File: src/rtl/sr_pkg.sv
package sr_pkg;
    localparam int CFG_W     = 32;
    localparam int B_RES_TRG = 0;
    localparam int B_SUS_TRG = 1;
    localparam int B_RES_WT  = 2;
    localparam int B_SUS_WT  = 3;
    localparam int B_CHAIN   = 4;
    localparam int B_RSVD    = 5;
    localparam int B_MASK_LO = 6;
    localparam int B_MASK_HI = 21;
    localparam int B_RD2     = 22;
    localparam int B_RES_END = 23;
    localparam int B_SUS_END = 24;
    localparam int B_LIM_LO  = 25;
    localparam int B_LIM_HI  = 31;
    localparam logic [CFG_W-1:0] CFG_RESET = 32'h0800_2000;

    typedef enum logic [1:0] {
        OP_NONE = 2'd0,
        OP_SUS  = 2'd1,
        OP_RES  = 2'd2,
        OP_RDSR = 2'd3
    } op_t;

    typedef enum logic [2:0] {
        ST_IDLE, ST_ISSUE, ST_HOLDOFF, ST_POLL_REQ, ST_POLL_WAIT, ST_DONE
    } state_t;
endpackage

File: src/rtl/sr_delay_timer.sv
module sr_delay_timer #(
    parameter int DLY_W  = 10,
    parameter int SH_LO  = 2,
    parameter int SH_HI  = 7,
    localparam int CNT_W = DLY_W + SH_HI
) (
    input  logic             clk,
    input  logic             rst_n,
    input  logic             load,
    input  logic             run,
    input  logic [DLY_W-1:0] dly_val,
    input  logic             x_hi,
    output logic             zero_len,
    output logic             last
);
    logic [CNT_W-1:0] total;
    logic [CNT_W-1:0] cnt;

    always_comb begin
        if (x_hi) total = CNT_W'(dly_val) << SH_HI;
        else      total = CNT_W'(dly_val) << SH_LO;
    end

    assign zero_len = (total == '0);
    assign last     = (cnt == '0);

    always_ff @(posedge clk or negedge rst_n) begin
        if (!rst_n)              cnt <= '0;
        else if (load)           cnt <= total - CNT_W'(1);
        else if (run && !last)   cnt <= cnt - CNT_W'(1);
    end
endmodule

File: src/rtl/sr_status_eval.sv
module sr_status_eval #(
    parameter int STAT_W = 16,
    localparam int HALF  = STAT_W / 2
) (
    input  logic [STAT_W-1:0] stat,
    input  logic [STAT_W-1:0] mask,
    input  logic              two_byte,
    input  logic              is_sus,
    output logic              wip,
    output logic              sus_ok
);
    logic [STAT_W-1:0] seen;
    logic [STAT_W-1:0] masked;

    always_comb begin
        seen   = two_byte ? stat : {{HALF{1'b0}}, stat[HALF-1:0]};
        masked = seen ^ mask;
        wip    = stat[0];
        sus_ok = is_sus ? (|masked) : ~(|masked);
    end
endmodule

File: src/rtl/sr_retry_cnt.sv
module sr_retry_cnt #(
    parameter int LIM_W = 7
) (
    input  logic             clk,
    input  logic             rst_n,
    input  logic             clr,
    input  logic             inc,
    input  logic [LIM_W-1:0] limit,
    output logic             spent
);
    logic [LIM_W-1:0] fails;

    assign spent = (fails >= limit);

    always_ff @(posedge clk or negedge rst_n) begin
        if (!rst_n)              fails <= '0;
        else if (clr)            fails <= '0;
        else if (inc && !spent)  fails <= fails + LIM_W'(1);
    end

    AST_CLR_ZERO: assert property (@(posedge clk) disable iff (!rst_n)
        clr |=> fails == '0);
endmodule

File: src/rtl/flash_susres_seq.sv
module flash_susres_seq
    import sr_pkg::*;
#(
    parameter int DLY_W  = 10,
    parameter int STAT_W = 16,
    parameter int LIM_W  = 7
) (
    input  logic              clk,
    input  logic              rst_n,
    input  logic              cfg_wr,
    input  logic [CFG_W-1:0]  cfg_wdata,
    output logic [CFG_W-1:0]  cfg_rdata,
    input  logic [DLY_W-1:0]  dly_val,
    input  logic              dly_x128,
    output logic              cmd_req,
    output logic [1:0]        cmd_op,
    output logic              cmd_rd2,
    input  logic              cmd_ack,
    input  logic              stat_vld,
    input  logic [STAT_W-1:0] stat_data,
    output logic              busy
);
    state_t state, state_nx;
    logic [CFG_W-1:0] cfg_q, cfg_d;
    logic cur_sus, cur_sus_nx;
    logic tm_load, tm_zero, tm_last;
    logic rt_clr, rt_inc, rt_spent;
    logic ev_wip, ev_sus_ok;
    logic wait_en, end_en;
    op_t  op_out;

    assign wait_en = cur_sus ? cfg_q[B_SUS_WT]  : cfg_q[B_RES_WT];
    assign end_en  = cur_sus ? cfg_q[B_SUS_END] : cfg_q[B_RES_END];

    sr_delay_timer #(.DLY_W(DLY_W), .SH_LO(2), .SH_HI(7)) u_timer (
        .clk(clk), .rst_n(rst_n), .load(tm_load),
        .run(state == ST_HOLDOFF), .dly_val(dly_val), .x_hi(dly_x128),
        .zero_len(tm_zero), .last(tm_last)
    );

    sr_status_eval #(.STAT_W(STAT_W)) u_eval (
        .stat(stat_data), .mask(cfg_q[B_MASK_HI:B_MASK_LO]),
        .two_byte(cfg_q[B_RD2]), .is_sus(cur_sus),
        .wip(ev_wip), .sus_ok(ev_sus_ok)
    );

    sr_retry_cnt #(.LIM_W(LIM_W)) u_retry (
        .clk(clk), .rst_n(rst_n), .clr(rt_clr), .inc(rt_inc),
        .limit(cfg_q[B_LIM_HI:B_LIM_LO]), .spent(rt_spent)
    );

    // control word: software writes, hardware clears/sets triggers in DONE
    always_comb begin
        cfg_d = cfg_q;
        if (cfg_wr) begin
            cfg_d = cfg_wdata;
            cfg_d[B_RSVD] = 1'b0;
            if (busy) cfg_d[B_SUS_TRG:B_RES_TRG] = cfg_q[B_SUS_TRG:B_RES_TRG];
        end
        if (state == ST_DONE) begin
            if (cur_sus) begin
                cfg_d[B_SUS_TRG] = 1'b0;
                if (cfg_q[B_CHAIN]) cfg_d[B_RES_TRG] = 1'b1;
            end else begin
                cfg_d[B_RES_TRG] = 1'b0;
            end
        end
    end

    always_ff @(posedge clk or negedge rst_n) begin
        if (!rst_n) cfg_q <= CFG_RESET;
        else        cfg_q <= cfg_d;
    end

    // next-state logic
    always_comb begin
        state_nx   = state;
        cur_sus_nx = cur_sus;
        tm_load    = 1'b0;
        rt_clr     = 1'b0;
        rt_inc     = 1'b0;
        unique case (state)
            ST_IDLE: begin
                if (cfg_q[B_SUS_TRG] || cfg_q[B_RES_TRG]) begin
                    cur_sus_nx = cfg_q[B_SUS_TRG];
                    rt_clr     = 1'b1;
                    state_nx   = ST_ISSUE;
                end
            end
            ST_ISSUE: begin
                if (cmd_ack) begin
                    if (wait_en && !tm_zero) begin
                        tm_load  = 1'b1;
                        state_nx = ST_HOLDOFF;
                    end else begin
                        state_nx = ST_POLL_REQ;
                    end
                end
            end
            ST_HOLDOFF: begin
                if (tm_last) state_nx = ST_POLL_REQ;
            end
            ST_POLL_REQ: begin
                if (cmd_ack) state_nx = ST_POLL_WAIT;
            end
            ST_POLL_WAIT: begin
                if (stat_vld) begin
                    if (!end_en) begin
                        state_nx = ev_wip ? ST_POLL_REQ : ST_DONE;
                    end else if (ev_wip) begin
                        state_nx = ST_POLL_REQ;
                    end else if (ev_sus_ok || rt_spent) begin
                        state_nx = ST_DONE;
                    end else begin
                        rt_inc   = 1'b1;
                        state_nx = ST_POLL_REQ;
                    end
                end
            end
            ST_DONE: state_nx = ST_IDLE;
            default: state_nx = ST_IDLE;
        endcase
    end

    // state register
    always_ff @(posedge clk or negedge rst_n) begin
        if (!rst_n) begin
            state   <= ST_IDLE;
            cur_sus <= 1'b0;
        end else begin
            state   <= state_nx;
            cur_sus <= cur_sus_nx;
        end
    end

    // outputs
    always_comb begin
        op_out  = OP_NONE;
        cmd_req = 1'b0;
        unique case (state)
            ST_ISSUE: begin
                cmd_req = 1'b1;
                op_out  = cur_sus ? OP_SUS : OP_RES;
            end
            ST_POLL_REQ: begin
                cmd_req = 1'b1;
                op_out  = OP_RDSR;
            end
            default: ;
        endcase
    end

    assign cmd_op    = op_out;
    assign cmd_rd2   = cfg_q[B_RD2];
    assign busy      = (state != ST_IDLE);
    assign cfg_rdata = cfg_q;

    AST_REQ_STABLE: assert property (@(posedge clk) disable iff (!rst_n)
        cmd_req && !cmd_ack |=> cmd_req && cmd_op == $past(cmd_op));
    AST_SUS_FIRST: assert property (@(posedge clk) disable iff (!rst_n)
        (state == ST_IDLE) && cfg_q[B_SUS_TRG] && cfg_q[B_RES_TRG]
        |=> cmd_req && cmd_op == OP_SUS);
    AST_TRIG_LOCKED: assert property (@(posedge clk) disable iff (!rst_n)
        busy && (state != ST_DONE)
        |=> cfg_q[B_SUS_TRG:B_RES_TRG] == $past(cfg_q[B_SUS_TRG:B_RES_TRG]));
    AST_CHAIN_SETS: assert property (@(posedge clk) disable iff (!rst_n)
        (state == ST_DONE) && cur_sus && cfg_q[B_CHAIN] |=> cfg_q[B_RES_TRG]);
    AST_HOLDOFF_EXIT: assert property (@(posedge clk) disable iff (!rst_n)
        (state == ST_HOLDOFF) |=> (state == ST_HOLDOFF) || (state == ST_POLL_REQ));
    AST_POLL_AFTER_ACK: assert property (@(posedge clk) disable iff (!rst_n)
        (state == ST_POLL_WAIT) |-> !cmd_req);
endmodule

File: config.mk
export PLATFORM = sky130hd
export DESIGN_NAME = flash_susres_seq
export DESIGN_NICKNAME = d
export VERILOG_FILES = /design/src/rtl/sr_pkg.sv /design/src/rtl/sr_delay_timer.sv /design/src/rtl/sr_status_eval.sv /design/src/rtl/sr_retry_cnt.sv /design/src/rtl/flash_susres_seq.sv
export SDC_FILE = /design/constraint.sdc
export NUM_CORES = 1
export LEC_CHECK = 0
export CAP_MARGIN = 0
export CORE_UTILIZATION = 45
export DETAILED_ROUTE_END_ITERATION = 8
export PLACE_DENSITY = 0.74
export SLEW_MARGIN = 20
export SYNTH_ARGS = -nofsm -noshare
export SYNTH_HDL_FRONTEND = slang
export SYNTH_SLANG_ARGS = --single-unit
File: constraint.sdc
create_clock -name clk -period 2.79 [get_ports clk]
set_input_delay 0.6975 -clock clk [delete_from_list [all_inputs] [get_ports clk]]
set_output_delay 0.6975 -clock clk [all_outputs]
set_load 0.1 [all_outputs]
Word-level counts from Yosys, hierarchy flattened
Index checks and enable logic that the tools add are counted.
- register bits: 59
- latch bits: 0
- memory bits (writable): 0
- ROM bits: 0
- input port bits: 64
- output and inout bits: 37
- word-level logic and storage cells: 79
- memories: 0
- add/sub/neg operators: 3
- $mul: 0
- div/mod/pow operators: 0
- $lt $le $gt $ge: 1
- equal/unequal tests: 10
- shift-type cells: 0
- muxes and demuxes: 39
- bitwise gates (word level): 2
- reduce and logical (&&, ||, !) cells: 18
- operators with widths (cell ; count):
    2-to-1 mux 17 bit ; 3
    logical NOT 17 bit ; 2
    subtractor 17 x 1 -> 17 bit, second input constant ; 2
    2-to-1 mux 3 bit ; 9
    2-to-1 mux 1 bit ; 18
    2-to-1 mux 16 bit ; 1
    OR reduction 16 bit ; 1
    bitwise XOR 16 bit ; 1
    one-hot mux 3 bit (5 select lines) ; 1
    2-to-1 mux 7 bit ; 2
    != test 2 bit, second input constant ; 5
    2-to-1 mux 2 bit ; 4
    adder 7 x 1 -> 7 bit, second input constant ; 1
    greater-or-equal comparator 7 bit ; 1
    equality test 3 x 2 -> 1 bit, second input constant ; 2
    equality test 3 bit, second input constant ; 2
    AND reduction 5 bit ; 1
    one-hot mux 2 bit (2 select lines) ; 1
    nonzero test 2 bit ; 2
    equality test 3 x 1 -> 1 bit, second input constant ; 1
    logical AND 1 bit ; 3
    logical NOT 1 bit ; 3
    logical NOT 3 bit ; 1
    nonzero test 3 bit ; 1
    4 further kinds ; 5

Depth between registers and ports, before layout
Gate-level depths: netlist (run 1).
- depth in word-level cells: 14
- depth in mapped cells: 12
- depth with buffers taken out: 9

Cells and area by module
From an unflattened synthesis (run 1), not the netlist that was laid out.
- cell total of the unflattened synthesis: 387
- area, all modules: 3908.7 um^2
- modules (own cells, without submodules) (module ; times used ; cells each ; area an instance (um^2) ; sequential area each (um^2)):
    flash_susres_seq ; 1 ; 116 ; 1559.0 ; 878.3
    sr_delay_timer ; 1 ; 170 ; 1432.6 ; 425.4
    sr_retry_cnt ; 1 ; 61 ; 603.1 ; 175.2
    sr_status_eval ; 1 ; 40 ; 314.1 ; 0.0

Worst setup path after synthesis (run 1)
Ideal clock, no wire load.
- path kind: register to register
- from: reg state[2]
- to: reg u_timer.cnt[12]
- setup time: 0.126 ns
- data arrival time: 2.842 ns
- required time: 2.664 ns
- path slack: -0.178 ns
- cell stages (with the launch flop): 12
- buffers on the path: 2
- period minus slack after synthesis: 2.968 ns
- cell sequence: dfrtp_1 > nand2b_1 > inv_1 > nand4_2 > clkbuf_1 > nand2_1 > ha_1 > clkbuf_1 > nand2_1 > nand3_1 > a21oi_1 > a311o_1
- cells in the longest elaborated chain, start to end: 3
- elaborated cells on any way between the ends: 6
- those cells by class: eq/ne (2); mux (2); reduce/logical (2)
- ends and longest elaborated chain (item ; RTL line ; source):
    start: declaration ; flash_susres_seq.sv:23 ; state_t state, state_nx;
    start signal: assignment ; flash_susres_seq.sv:131 ; state <= state_nx;
    equality test 3 x 1 -> 1 bit or equality test 3 x 2 -> 1 bit (tied branches) ; flash_susres_seq.sv:82, flash_susres_seq.sv:37 ;
    2-to-1 mux 1 bit or logical AND 1 bit (tied branches) ; flash_susres_seq.sv:82, sr_delay_timer.sv:30 ;
    2-to-1 mux 17 bit or nonzero test 2 bit (tied branches) ; - ;
    end signal: assignment ; sr_delay_timer.sv:29 ; else if (load) cnt <= total - CNT_W'(1);
    end signal: assignment ; sr_delay_timer.sv:30 ; else if (run && !last) cnt <= cnt - CNT_W'(1);
    end: declaration ; sr_delay_timer.sv:17 ; logic [CNT_W-1:0] cnt;
Parallel ways exist; a longest one is shown, timed or not.
A chain may end at the register's enable or synchronous reset.

Final worst setup path (run 1)
- from: in dly_val[8]
- to: reg u_timer.cnt[14]
- cells in the longest elaborated chain, start to end: 8
- elaborated cells on any way between the ends: 10
- those cells by class: add/sub (1); mux (5); reduce/logical (4)
- ends and longest elaborated chain (item ; RTL line ; source):
    start: declaration ; flash_susres_seq.sv:13 ; input logic [DLY_W-1:0] dly_val,
    2-to-1 mux 17 bit * ; sr_delay_timer.sv:20 ; if (x_hi) total = CNT_W'(dly_val) << SH_HI;
    parallel branches: the longest is 7 deep, another holds subtractor 17 x 1 -> 17 bit ; - ;
Every way passes the cells marked *.

==> results.md, run 1 <==
Run status:
- The flow ran to the end, and the final reports show no timing, DRC or antenna violations.

Worst setup path:
- The reg-to-reg startpoint is u_timer.cnt[4]$_DFFE_PN0P_.
- Tracing the worst setup path back leads to its startpoint at dly_val[8].
- The worst setup slack for register-to-register paths is 0.19 ns.
- The path type of the worst setup path is in2reg.
- The worst setup path is captured at a flop.
- STA classifies the critical path startpoint as an input port.
- Of all nets on the critical path, the largest fanout is 7.
- Data on the critical path arrives at its endpoint at 2.94 ns.
- The critical path endpoint is u_timer.cnt[14]$_DFFE_PN0P_.
- The required time of the critical path is 3.04 ns.
- The reg-to-reg critical path endpoint is u_timer.cnt[14]$_DFFE_PN0P_.
- The worst reg2reg path depth is 7.

Synthesis:
- When the netlist entered floorplanning its net count stood at 476.
- The yosys synthesis warning count is 0.
- The register area share after synthesis is 38.8%.
- Synthesis produced a netlist whose cell count is 403.
- The mean area per synthesized cell is 9.46 µm².
- The count of distinct cell types in the synthesized netlist is 65.
- The mapped cell area is 3810 µm².
- The prevailing post-synth register cell is sky130_fd_sc_hd__dfrtp_1.
- Counting flops and latches in the post-synthesis netlist gives 59.
- For this run, asynchronously set or reset flops after synthesis account for 100%.
- The synthesized design contains 0 enable-type register cells.

Clock tree:
- After clock tree synthesis, the clock-pin slew on the worst setup and hold paths is 0.07 ns.
- The total clock sinks is 59.
- The clock latency reported for the late side of the worst-skew pair is 0.33 ns.
- The master cell of the clock root buffer is sky130_fd_sc_hd__clkbuf_8.
- Counting the buffers created by CTS gives 9.
- TritonCTS built the clock tree.
- The number of hold-repair buffers added at the cts stage is 0.
- Counting along the longest clock path gives a buffer depth of 2.
- The H-tree generated during clock tree synthesis spans 3 levels.

Route:
- The routed wire length is 10,600 µm.
- The vias per cell is 5.74.
- Before antenna repair, the detailed router went through 4 iterations.
- The detailed-route via count is 3,735.
- Once detail routing completed, the nets flagged for antenna violations numbered 0.
- After detailed routing, the average wire length per cell comes to 16.2 µm.
- The detailed router finished its first iteration with 155 violations.
- The detailed-route DRC error count is 0.

Run:
- Across the run, the number of max-cap violations was 0.

Placement:
- The half-perimeter wire length after detailed placement is 7810 µm.
- The worst setup timing slack at the placement stage is -0.404 ns.
- In this run the cell area measured after placement is 5130 µm².
- Buffers placed on the I/O ports in this run total 98.
- The congestion estimate from routability-driven global placement came to 0.899.

Power:
- The static leakage is 2.35 nW.
- Power spread over the standard cell area amounts to 811 nW/µm².
- The worst-case IR drop observed on VDD is 0.474 mV.

Finish:
- The post-route netlist has 28.8% of its cells at a drive strength greater than 1.
- From synthesis to final layout, the design area changed by 41.5%.
- 0 antenna diodes ended up in the layout.
- The final design utilization is 65.7%.
- After routing the design area is 5400 µm².
- The number of nets in the layout is 614.
- The layout has 701 filler cells.

Timing:
- The number of pins exceeding their max-slew limit in the final report was 0.
- The minimum clock period is 2.68 ns.
- In this run the tightest slew margin relative to its limit is 63.9%.
- The final critical path takes up 96.2% of the cycle.
- Setup violations remaining at the end of the flow were counted as 0.
- The worst setup slack after layout is 0.107 ns.
- The setup TNS is 0 ns.
- Based on the critical path, the design can be clocked at up to 373 MHz.
- The transition time at the pin with the least slew margin is 0.534 ns.
- The final clock skew is 0.0100 ns.
- The final count of hold timing violations came to 0.

Floorplan:
- Pin placement for this block handled 101 I/O pins.
- In this run the standard cell core region covers 8220 µm².
- The floorplan has 33 rows.
- The height of the chip is 94.1 µm.
- The die width is 94.1 µm.
- The initial core utilization is 46.4%.
- The floorplan step defined a die boundary enclosing 8850 µm².

Global route:
- Entering global routing, the biggest net connects 60 pins.
- The number of antenna violations at the first check in global routing was 0.
- The first global-routing pass estimated 16,800 µm of wire.
- The via count of the first global-routing pass is 3,538.
- The overall track demand over capacity in global routing is 24.1%.
- After global routing the overflow that remains totals 0.

Min path:
- The class of the tightest hold or removal check is in2async.
worst min path at each step:
stage / startpoint / endpoint / slack, ns
6_report: rst_n / u_retry.fails[4]$_DFFE_PN0P_ / 0.36
5_1_grt: rst_n / u_retry.fails[4]$_DFFE_PN0P_ / 0.38
4_1_cts: rst_n / cfg_rdata[29]$_DFFE_PN0P_ / 0.38
3_5_place_dp: cfg_rdata[2]$_DFFE_PN0P_ / cfg_rdata[2]$_DFFE_PN0P_ / 0.53
3_3_place_gp: cfg_rdata[27]$_DFFE_PN1P_ / cfg_rdata[27]$_DFFE_PN1P_ / 0.51
2_1_floorplan: rst_n / cfg_rdata[0]$_DFF_PN0_ / 0.40
worst max-delay path, stage by stage:
cell and delay, ns:
sky130_fd_sc_hd__clkdlybuf4s50_1 0.47, sky130_fd_sc_hd__nor4_4 0.38, sky130_fd_sc_hd__a31oi_4 0.15, sky130_fd_sc_hd__and4_4 0.24
sky130_fd_sc_hd__buf_4 0.16, sky130_fd_sc_hd__and2_1 0.15, sky130_fd_sc_hd__o2111ai_1 0.21, sky130_fd_sc_hd__mux2_2 0.35
sky130_fd_sc_hd__a21oi_1 0.12
flip-flops by register name, indices dropped and copies added, names as in the netlist:
signal / flops
cur_sus: 1
u_retry.fails: 7
cfg_rdata: 31
u_timer.cnt: 17
state: 3
where the power goes:
part	internal (mW)	switching, mW	leakage [nW]	total (mW)
Clock	0.433	0.352	0.0991	0.784
Sequential	1.03	0.228	0.713	1.26
Combinational	0.829	1.50	1.53	2.33
Total	2.29	2.08	2.35	4.38
cells by family after synthesis:
group / Yosys count / synth area share (%)
other cells: 1 / 0.0983
fa+ha+maj: 9 / 2.95
xor+xnor: 20 / 4.59
flops: 59 / 38.8
mux: 36 / 10.3
buf+inv: 31 / 3.54
compound gates: 106 / 19.9
simple gates: 141 / 19.8
layout make-up:
class	instances	area, µm²	share of cell area [%]
Multi-Input combinational cell	313	2260	41.9
Sequential cell	59	1480	27.5
Timing Repair Buffer	145	1280	23.7
Clock buffer	11	141	2.62
Tap cell	105	131	2.44
Clock inverter	5	52.6	0.974
Inverter	13	52.6	0.974
stage by stage:
step                hold WS [ns]  power (mW)  std cells
global route               0.376        4.61        651
finish                     0.364        4.38        651
detailed placement         0.527        3.55        634
CTS                        0.376        4.33        650
floorplan                  0.402        2.85        403
global placement           0.513        3.48        634
synth_stat cells (all sizes together) (3+ instances only):
library cell	count	area, µm²
clkbuf	10	37.5
a21oi	17	85.1
o311ai	4	52.6
nor2	32	120
xnor2	5	43.8
o21a	5	37.5
a221oi	3	26.3
a22o	3	27.5
and3	7	45.1
a22oi	10	75.1
mux2i	9	90.1
nor4	6	52.6
nand4b	4	35.0
a31oi	3	18.8
a21o	5	37.5
ha	9	113
o21ai	27	135
mux2	27	304
inv	12	45.0
nor3	17	85.1
xor2	15	131
buf	8	48.8
o22ai	5	31.3
a211oi	8	75.1
nand4	5	37.5
dfrtp	57	1430
nand3	17	97.6
nand2b	6	37.5
nand2	31	116
layer usage:
metal | GRT usage (%) | share of wire [%] | up-vias | routed length (µm)
met5 | 0 | 0 | - | 0
li1 | - | - | 1783 | -
met3 | 4.69 | 5.9 | 17 | 626
met4 | 6.79 | 1.4 | 0 | 153
met2 | 39.8 | 47 | 128 | 5000
met1 | 32.1 | 45 | 1807 | 4770
timing repair:
| action | in CTS | in global routing |
|---|---|---|
| setup buffers | 0 | 1 |
| endpoints found under the setup margin | 3 | 13 |
| gates resized for setup | 1 | 12 |
| pin swaps | 0 | 2 |
layout by cell type, fill, tap and decap left out, types with 3 or more instances in the layout:
cell type and count:
sky130_fd_sc_hd__nor2_1 32, sky130_fd_sc_hd__clkinv_2 3, sky130_fd_sc_hd__clkbuf_8 10, sky130_fd_sc_hd__nand2b_1 6, sky130_fd_sc_hd__a211oi_2 3, sky130_fd_sc_hd__clkdlybuf4s50_1 61, sky130_fd_sc_hd__buf_4 80, sky130_fd_sc_hd__mux2_2 27
sky130_fd_sc_hd__a21oi_1 17, sky130_fd_sc_hd__a22oi_1 10, sky130_fd_sc_hd__ha_1 8, sky130_fd_sc_hd__nand2_1 31, sky130_fd_sc_hd__and3_1 6, sky130_fd_sc_hd__nand4b_1 4, sky130_fd_sc_hd__xnor2_1 5, sky130_fd_sc_hd__a21o_1 5
sky130_fd_sc_hd__xor2_1 15, sky130_fd_sc_hd__buf_12 3, sky130_fd_sc_hd__inv_1 11, sky130_fd_sc_hd__nor3_1 16, sky130_fd_sc_hd__nand4_1 4, sky130_fd_sc_hd__nand3_1 16, sky130_fd_sc_hd__mux2i_1 9, sky130_fd_sc_hd__o21a_1 5
sky130_fd_sc_hd__o22ai_1 5, sky130_fd_sc_hd__o21ai_0 26, sky130_fd_sc_hd__dfrtp_1 54, sky130_fd_sc_hd__a211oi_1 5, sky130_fd_sc_hd__dfrtp_2 3
(Power assumes the default switching activity.)
==> run 2, diff against run 1 <==
--- a/config.mk
+++ b/config.mk
@@ -6,9 +6,9 @@
 export NUM_CORES = 1
 export LEC_CHECK = 0
 export CAP_MARGIN = 0
-export CORE_UTILIZATION = 45
+export CORE_UTILIZATION = 49
 export DETAILED_ROUTE_END_ITERATION = 8
-export PLACE_DENSITY = 0.74
+export PLACE_DENSITY = 0.8
 export SLEW_MARGIN = 20
 export SYNTH_ARGS = -nofsm -noshare
 export SYNTH_HDL_FRONTEND = slang
==> run 2 against run 1 <==
Effect of this change:
- combinational power is 2% higher
- highest routed layer unchanged
- power up 2.0%
- via count grew 0.24%
- non-clock buffer count up 3
- cell count down 0.46%
- design area increased by 0.93%
==> results.md, run 2 (synthesized netlist as in run 1, its figures left out) <==
Floorplan:
- The core outline area was 7370 µm² (was 8220 µm²).
- The total I/O pin count is 101 (unchanged).
- The initial core utilization is 51.7% (was 46.4%).
- The die footprint is 8140 µm² (was 8850 µm²).
- The height of the chip is 90.2 µm (was 94.1 µm).
- The placement row count is 31 (was 33).
- The die width came to 90.2 µm (was 94.1 µm).

Timing:
- The final count of negative-setup-slack endpoints is 0 (unchanged).
- The final-layout worst hold slack is 0.390 ns (was 0.364 ns).
- The period utilization is 97.0% (was 96.2%).
- The minimum clock period was 2.71 ns (was 2.68 ns).
- The number of pins exceeding their max-slew limit in the final report is 0 (unchanged).
- The maximum achievable frequency is 369 MHz (was 373 MHz).
- Setup repair after global routing left no endpoint under its margin.
- The worst relative slew slack is 53.7% (was 63.9%).
- The transition time at the pin with the least slew margin is 0.694 ns (was 0.534 ns).
- The final count of hold timing violations is 0 (unchanged).
- The final clock skew came to 0.00981 ns (was 0.0100 ns).

Route:
- The detailed-route via count is 3,744 (was 3,735).
- The number of DRC markers after the initial detailed-route iteration is 207 (was 155).
- The routed wire length is 10,600 µm (about the same).
- The vias per cell is 5.78 (was 5.74).
- The average wire length per cell after detail routing is 16.4 µm (was 16.2 µm).
- The detailed-route DRC error count is 0 (unchanged).
- The total iterations of the first detailed-routing run was 4 (unchanged).
- The count of nets left with antenna violations after detail routing is 0 (unchanged).

Global route:
- The wire length of the first global-routing pass is 17,400 µm (was 16,800 µm).
- The via count of the first global-routing pass is 3,693 (was 3,538).
- The number of antenna violations at the first check in global routing is 0 (unchanged).
- The overall track demand over capacity in global routing is 26.4% (was 24.1%).
- The maximum number of pins on one net before global-route repair is 32 (was 60).
- The total grt overflow is 0 (unchanged).

Finish:
- The most common cell after layout, fill and taps aside is sky130_fd_sc_hd__buf_4 (unchanged).
- The final design utilization is 73.9% (was 65.7%).
- The number of nets in the layout was 617 (was 614).
- The area growth from synthesis to layout came to 42.8% (was 41.5%).
- The number of standard cells in the layout, taps in and fillers out was 648 (was 651).
- The multi-input combinational cell area came to 2280 µm² (was 2260 µm²).
- The diode insertion count for antenna repair is 0 (unchanged).
- The flip-flop count of the largest register, all copies and words added is 31 (unchanged).
- The design area came to 5450 µm² (was 5400 µm²).
- The total area of sequential cells is 1480 µm² (unchanged).
- Most frequent cells in the layout: sky130_fd_sc_hd__buf_4, sky130_fd_sc_hd__clkdlybuf4s50_1, sky130_fd_sc_hd__dfrtp_1 (unchanged).
- The layout filler cell count is 548 (was 701).
- The proportion of layout cells with a drive suffix above 1 is 29.9% (was 28.8%).

Clock tree:
- The largest buffer count on any clock path is 2 (unchanged).
- The clock buffer count from CTS is 9 (unchanged).
- The total clock sinks is 59 (unchanged).
- The master cell of the clock root buffer is sky130_fd_sc_hd__clkbuf_8 (unchanged).
- The number of H-tree levels was 3 (unchanged).
- The clock latency reported for the late side of the worst-skew pair is 0.34 ns (was 0.33 ns).
- The clock edge transition at the registers on the reported setup and hold paths is 0.07 ns (about the same).
- The TritonCTS clock tree is done (unchanged).

Worst setup path:
- The largest fanout on the critical path is 4 (was 7).
- The launching element type of the critical path is an input port (unchanged).
- The number of gates on the worst path with buffers counted is 10 (was 9).
- The reg-to-reg startpoint is u_timer.cnt[5]$_DFFE_PN0P_ (was u_timer.cnt[4]$_DFFE_PN0P_).
- The critical path endpoint is state[2]$_DFFE_PN0P_ (was u_timer.cnt[14]$_DFFE_PN0P_).
- The required time of the critical path is 3.00 ns (was 3.04 ns).
- The slowest stage cell on the critical path is sky130_fd_sc_hd__clkdlybuf4s50_1 (unchanged).
- The critical path startpoint is stat_data[13] (was dly_val[8]).
- The largest incremental delay on the critical path is 0.45 ns (was 0.47 ns).
- The count of buffering cells on the critical path with inverters included is 3 (was 2).
- The data arrival time of the worst path was 2.92 ns (was 2.94 ns).
- The kind of cell adding the most delay to the critical path was compound AO/OA/AOI/OAI gates (was simple AND/OR/NAND/NOR gates).
- Cell chain of the critical path: clkdlybuf4s50_1 -> xnor2_1 -> a31o_2 -> a22oi_2 -> nor4_2 -> buf_4 -> or3b_2 -> a221oi_2 -> buf_4 -> o31ai_1 (was clkdlybuf4s50_1 -> nor4_4 -> a31oi_4 -> and4_4 -> buf_4 -> and2_1 -> o2111ai_1 -> mux2_2 -> a21oi_1).
- The path type of the worst setup path is in2reg (unchanged).
- The worst setup slack for register-to-register paths is 0.16 ns (was 0.19 ns).
- Among the stages of the critical path, the cell type that occurs most often is sky130_fd_sc_hd__buf_4.
- The reg-to-reg critical path endpoint is u_timer.cnt[14]$_DFFE_PN0P_ (unchanged).
- The element type at the critical path end was a flop (unchanged).
- The worst reg2reg path depth is 7 (unchanged).

Placement:
- The routability congestion estimate was 0.857 (was 0.899).
- The number of cells after detailed placement is 632 (was 634).
- The total of buffers placed on input and output ports is 98 (unchanged).
- The half-perimeter wire length after detailed placement came to 7790 µm (was 7810 µm).
- The cell area after placement is 5160 µm² (was 5130 µm²).

Power:
- The static leakage was 2.38 nW (was 2.35 nW).
- The maximum vdd ir drop is 0.623 mV (was 0.474 mV).
- The areal power density over the cells is 820 nW/µm² (was 811 nW/µm²).

Run status:
- Status: complete, no violations (unchanged).

Run:
- The count of max-cap constraint violations is 0 (unchanged).

Min path:
- The class of the tightest hold or removal check was in2async (unchanged).
==> run 2: final cells by class <==
| class | count | area share (%) |
|---|---|---|
| multi-input cells | 313 | 41.9 |
| clock buffers | 10 | 2.34 |
| repair buffers | 148 | 23.9 |
| flip-flops and latches | 59 | 27.2 |
| well taps | 99 | 2.27 |
| clock inverters | 6 | 1.47 |
| inverters | 13 | 0.965 |
==> run 2: worst min path at each step <==
stage               slack, ns  depth (start not counted)                        end
floorplan                0.40                          0     cfg_rdata[0]$_DFF_PN0_
global placement         0.52                          1   cfg_rdata[3]$_DFFE_PN0P_
detailed placement       0.53                          1   cfg_rdata[3]$_DFFE_PN0P_
CTS                      0.42                          1  cfg_rdata[26]$_DFFE_PN0P_
global route             0.45                          1  cfg_rdata[30]$_DFFE_PN0P_
finish                   0.39                          1  cfg_rdata[30]$_DFFE_PN0P_
==> run 2: stage by stage <==
stage / power (mW) / TNS, ns / worst slack [ns]
floorplan: 2.85 / -0.297 / -0.103
global placement: 3.50 / -5.34 / -0.397
detailed placement: 3.56 / -5.84 / -0.396
CTS: 4.43 / 0 / 0.0110
global route: 4.67 / 0 / 0.000607
finish: 4.47 / 0 / 0.0833
==> run 2: per-layer routing <==
layer,vias up,share of wire [%],global-route usage (%)
li1,1791,-,-
met1,1832,44,33.3
met4,0,2.0,10.1
met3,20,4.2,4.57
met5,-,0,0
met2,101,50,45.0
==> run 2: what timing repair did <==
| action | in CTS | in global routing |
|---|---|---|
| buffers inserted | 0 | 0 |
| gates resized for setup | 3 | 13 |
| hold endpoints to repair | 0 | 0 |
| hold buffers | 0 | 0 |
| setup endpoints to repair | 4 | 16 |
| pin swaps | 0 | 4 |
==> run 2: power by group <==
| part | switching [mW] | total (mW) | internal [mW] |
|---|---|---|---|
| clock network | 0.352 | 0.849 | 0.497 |
| registers | 0.211 | 1.24 | 1.03 |
| logic | 1.53 | 2.37 | 0.844 |
==> run 3, diff against run 2 <==
--- a/config.mk
+++ b/config.mk
@@ -8,7 +8,7 @@
 export CAP_MARGIN = 0
 export CORE_UTILIZATION = 49
 export DETAILED_ROUTE_END_ITERATION = 8
-export PLACE_DENSITY = 0.8
+export PLACE_DENSITY = 0.87
 export SLEW_MARGIN = 20
 export SYNTH_ARGS = -nofsm -noshare
 export SYNTH_HDL_FRONTEND = slang
==> run 3 against run 2 <==
Effect of this change:
- register-to-register slack worse by 0.02 ns
- sequential share of layout area is 0.33 points higher
- first-iteration DRC count is 45% higher
- global-route usage is 1.1 points higher
- critical path type unchanged
- critical endpoint unchanged
- largest power group unchanged
==> results.md, run 3 (synthesized netlist as in run 1, its figures left out) <==
Power:
- The total power after layout is 4.55 mW (was 4.47 mW).
- The fraction of power spent switching nets was 45.8% (was 46.8%).
- The areal power density over the cells is 845 nW/µm² (was 820 nW/µm²).
- The static leakage is 2.35 nW (was 2.38 nW).
- The part of the total power dissipated in the clock network is 20.9% (was 19.0%).
- The switching power is 2.08 mW (was 2.09 mW).
- The share of total power in sequential cells is 28.1% (was 27.9%).
- The power share of the combinational group was 51.0% (was 53.1%).
- The total internal power is 2.46 mW (was 2.37 mW).
- The maximum vdd ir drop was 0.429 mV (was 0.623 mV).

Placement:
- The worst setup timing slack at the placement stage is -0.363 ns (was -0.396 ns).
- The routability congestion estimate is 0.875 (was 0.857).
- The total of buffers placed on input and output ports was 98 (unchanged).
- The half-perimeter wire length after detailed placement is 8190 µm (was 7790 µm).
- The cell area after placement is 5100 µm² (was 5160 µm²).

Timing:
- The final clock skew came to 0.0109 ns (was 0.00981 ns).
- The final count of negative-setup-slack endpoints is 0 (unchanged).
- The maximum achievable frequency is 366 MHz (was 369 MHz).
- The worst relative slew slack is 60.4% (was 53.7%).
- The number of pins exceeding their max-slew limit in the final report is 0 (unchanged).
- The transition time at the pin with the least slew margin was 0.589 ns (was 0.694 ns).
- The period utilization is 98.0% (was 97.0%).
- The final count of hold timing violations came to 0 (unchanged).
- The minimum clock period is 2.73 ns (was 2.71 ns).
- Unrepaired setup endpoints after global routing: yes (was no).
- The worst setup slack after layout is 0.0562 ns (was 0.0833 ns).

Global route:
- The total grt overflow is 0 (unchanged).
- The wire length of the first global-routing pass was 18,000 µm (was 17,400 µm).
- The maximum number of pins on one net before global-route repair was 35 (was 32).
- The number of antenna violations at the first check in global routing is 0 (unchanged).
- The overall track demand over capacity in global routing is 27.5% (was 26.4%).
- The via count of the first global-routing pass is 3,734 (was 3,693).

Clock tree:
- The clock edge transition at the registers on the reported setup and hold paths is 0.07 ns (about the same).
- The clock latency reported for the late side of the worst-skew pair came to 0.34 ns (about the same).
- The master cell of the clock root buffer is sky130_fd_sc_hd__clkbuf_8 (unchanged).
- The largest buffer count on any clock path is 2 (unchanged).
- The clock buffer count from CTS is 9 (unchanged).
- The total clock sinks is 59 (unchanged).
- The TritonCTS clock tree is done (unchanged).
- The count of buffers added by post-CTS timing repair for setup is 0 (unchanged).
- The number of H-tree levels is 3 (unchanged).
- The number of hold-repair buffers added at the cts stage was 0 (unchanged).

Floorplan:
- The die width is 90.2 µm (unchanged).
- The die footprint is 8140 µm² (unchanged).
- The initial core utilization came to 51.7% (unchanged).
- The height of the chip came to 90.2 µm (unchanged).
- The placement row count is 31 (unchanged).
- The core outline area was 7370 µm² (unchanged).
- The total I/O pin count is 101 (unchanged).

Route:
- The count of nets left with antenna violations after detail routing is 0 (unchanged).
- The detailed-route via count is 3,863 (was 3,744).
- The vias per cell is 6.04 (was 5.78).
- The routed wire length is 11,000 µm (was 10,600 µm).
- The average wire length per cell after detail routing is 17.2 µm (was 16.4 µm).
- The detailed-route DRC error count is 0 (unchanged).
- The total iterations of the first detailed-routing run was 5 (was 4).
- The number of DRC markers after the initial detailed-route iteration is 300 (was 207).

Run status:
- Status: complete, no violations (unchanged).

Finish:
- The most common cell after layout, fill and taps aside is sky130_fd_sc_hd__buf_4 (unchanged).
- The layout filler cell count is 515 (was 548).
- The area growth from synthesis to layout is 41.1% (was 42.8%).
- The design area was 5380 µm² (was 5450 µm²).
- Most frequent cells in the layout: sky130_fd_sc_hd__buf_4, sky130_fd_sc_hd__clkdlybuf4s50_1, sky130_fd_sc_hd__dfrtp_1 (unchanged).
- The proportion of layout cells with a drive suffix above 1 came to 27.9% (was 29.9%).
- The diode insertion count for antenna repair was 0 (unchanged).
- The flip-flop count of the largest register, all copies and words added is 31 (unchanged).
- The number of nets in the layout came to 609 (was 617).

Worst setup path:
- The launching element type of the critical path is an input port (unchanged).
- The element type at the critical path end is a flop (unchanged).
- The data arrival time of the worst path is 2.94 ns (was 2.92 ns).
- The required time of the critical path is 3.00 ns (about the same).
- The path type of the worst setup path is in2reg (unchanged).
- The largest fanout on the critical path is 4 (unchanged).

Min path:
- The class of the tightest hold or removal check is in2async (unchanged).

Run:
- The count of max-cap constraint violations is 0 (unchanged).
[run 3: cell count changes in the layout (fill, tap and decap cells not counted), moves of 2 or more]
cell / before / now
sky130_fd_sc_hd__a22oi_1: 8 / 10
sky130_fd_sc_hd__a22oi_2: 2 / 0
sky130_fd_sc_hd__buf_4: 83 / 75
sky130_fd_sc_hd__clkinv_2: 4 / 2
sky130_fd_sc_hd__nor3_1: 15 / 17
sky130_fd_sc_hd__nor3_2: 2 / 0
sky130_fd_sc_hd__nor4_1: 2 / 4
[run 3: layer usage]
metal / wire length [µm] / up-vias / GRT usage [%]
li1: - / 1777 / -
met1: 4520 / 1840 / 35.0
met2: 5390 / 209 / 46.1
met3: 784 / 37 / 4.48
met4: 329 / 0 / 12.0
met5: 0 / - / 0
[run 3: power by group through the flow]
stage                     combinational, mW  clock [mW]  sequential, mW
after floorplan                        1.23           0            1.61
after global placement                 2.19           0            1.25
after detailed placement               2.26           0            1.27
after CTS                              2.28       0.960            1.26
after global routing                   2.47       0.993            1.30
final                                  2.32       0.951            1.28
[run 3: stage by stage]
step	hold slack, ns	utilization [%]	instances	setup TNS (ns)
after floorplan	0.402	-	403	-0.297
after global placement	0.520	69.2	624	-4.27
after detailed placement	0.522	69.2	624	-5.62
after CTS	0.370	72.5	640	0
after global routing	0.405	73.0	640	-0.165
final	0.353	73.0	640	0
[run 3: timing repair]
item,in CTS,in global routing
gates resized for setup,2,9
setup endpoints to repair,5,16
pin swaps,0,4
[run 3: final timing paths]
| check | startpoint | to | slack (ns) | cells after the start |
|---|---|---|---|---|
| worst min register to register | cfg_rdata[3]$_DFFE_PN0P_ | cfg_rdata[3]$_DFFE_PN0P_ | 0.54 | 1 |
| min in group clk | cfg_rdata[3]$_DFFE_PN0P_ | cfg_rdata[3]$_DFFE_PN0P_ | 0.54 | 1 |
| worst min-delay path | rst_n | cfg_rdata[24]$_DFFE_PN0P_ | 0.35 | 1 |
| max in group asynchronous | rst_n | cfg_rdata[2]$_DFFE_PN0P_ | 1.83 | 2 |
| worst max-delay path | stat_data[15] | state[2]$_DFFE_PN0P_ | 0.06 | 9 |
| worst max register to register | u_timer.cnt[4]$_DFFE_PN0P_ | u_timer.cnt[14]$_DFFE_PN0P_ | 0.14 | 7 |
[run 3: cell type report]
type	instances	area (µm²)	share of cell area (%)
sequential	59	1480	27.6
tap	99	124	2.30
multi-input combinational	313	2240	41.7
clock inverter	5	100	1.86
inverter	13	52.6	0.977
timing repair buffer	140	1240	23.0
clock buffer	11	141	2.63
[run 3: critical path, stage by stage]
cell and delay, ns:
sky130_fd_sc_hd__clkdlybuf4s50_1 0.53, sky130_fd_sc_hd__xor2_1 0.19, sky130_fd_sc_hd__o22ai_1 0.11, sky130_fd_sc_hd__o22ai_1 0.23, sky130_fd_sc_hd__nor4_2 0.10, sky130_fd_sc_hd__buf_4 0.16, sky130_fd_sc_hd__or3b_2 0.46, sky130_fd_sc_hd__a221oi_2 0.34
sky130_fd_sc_hd__o31ai_1 0.11
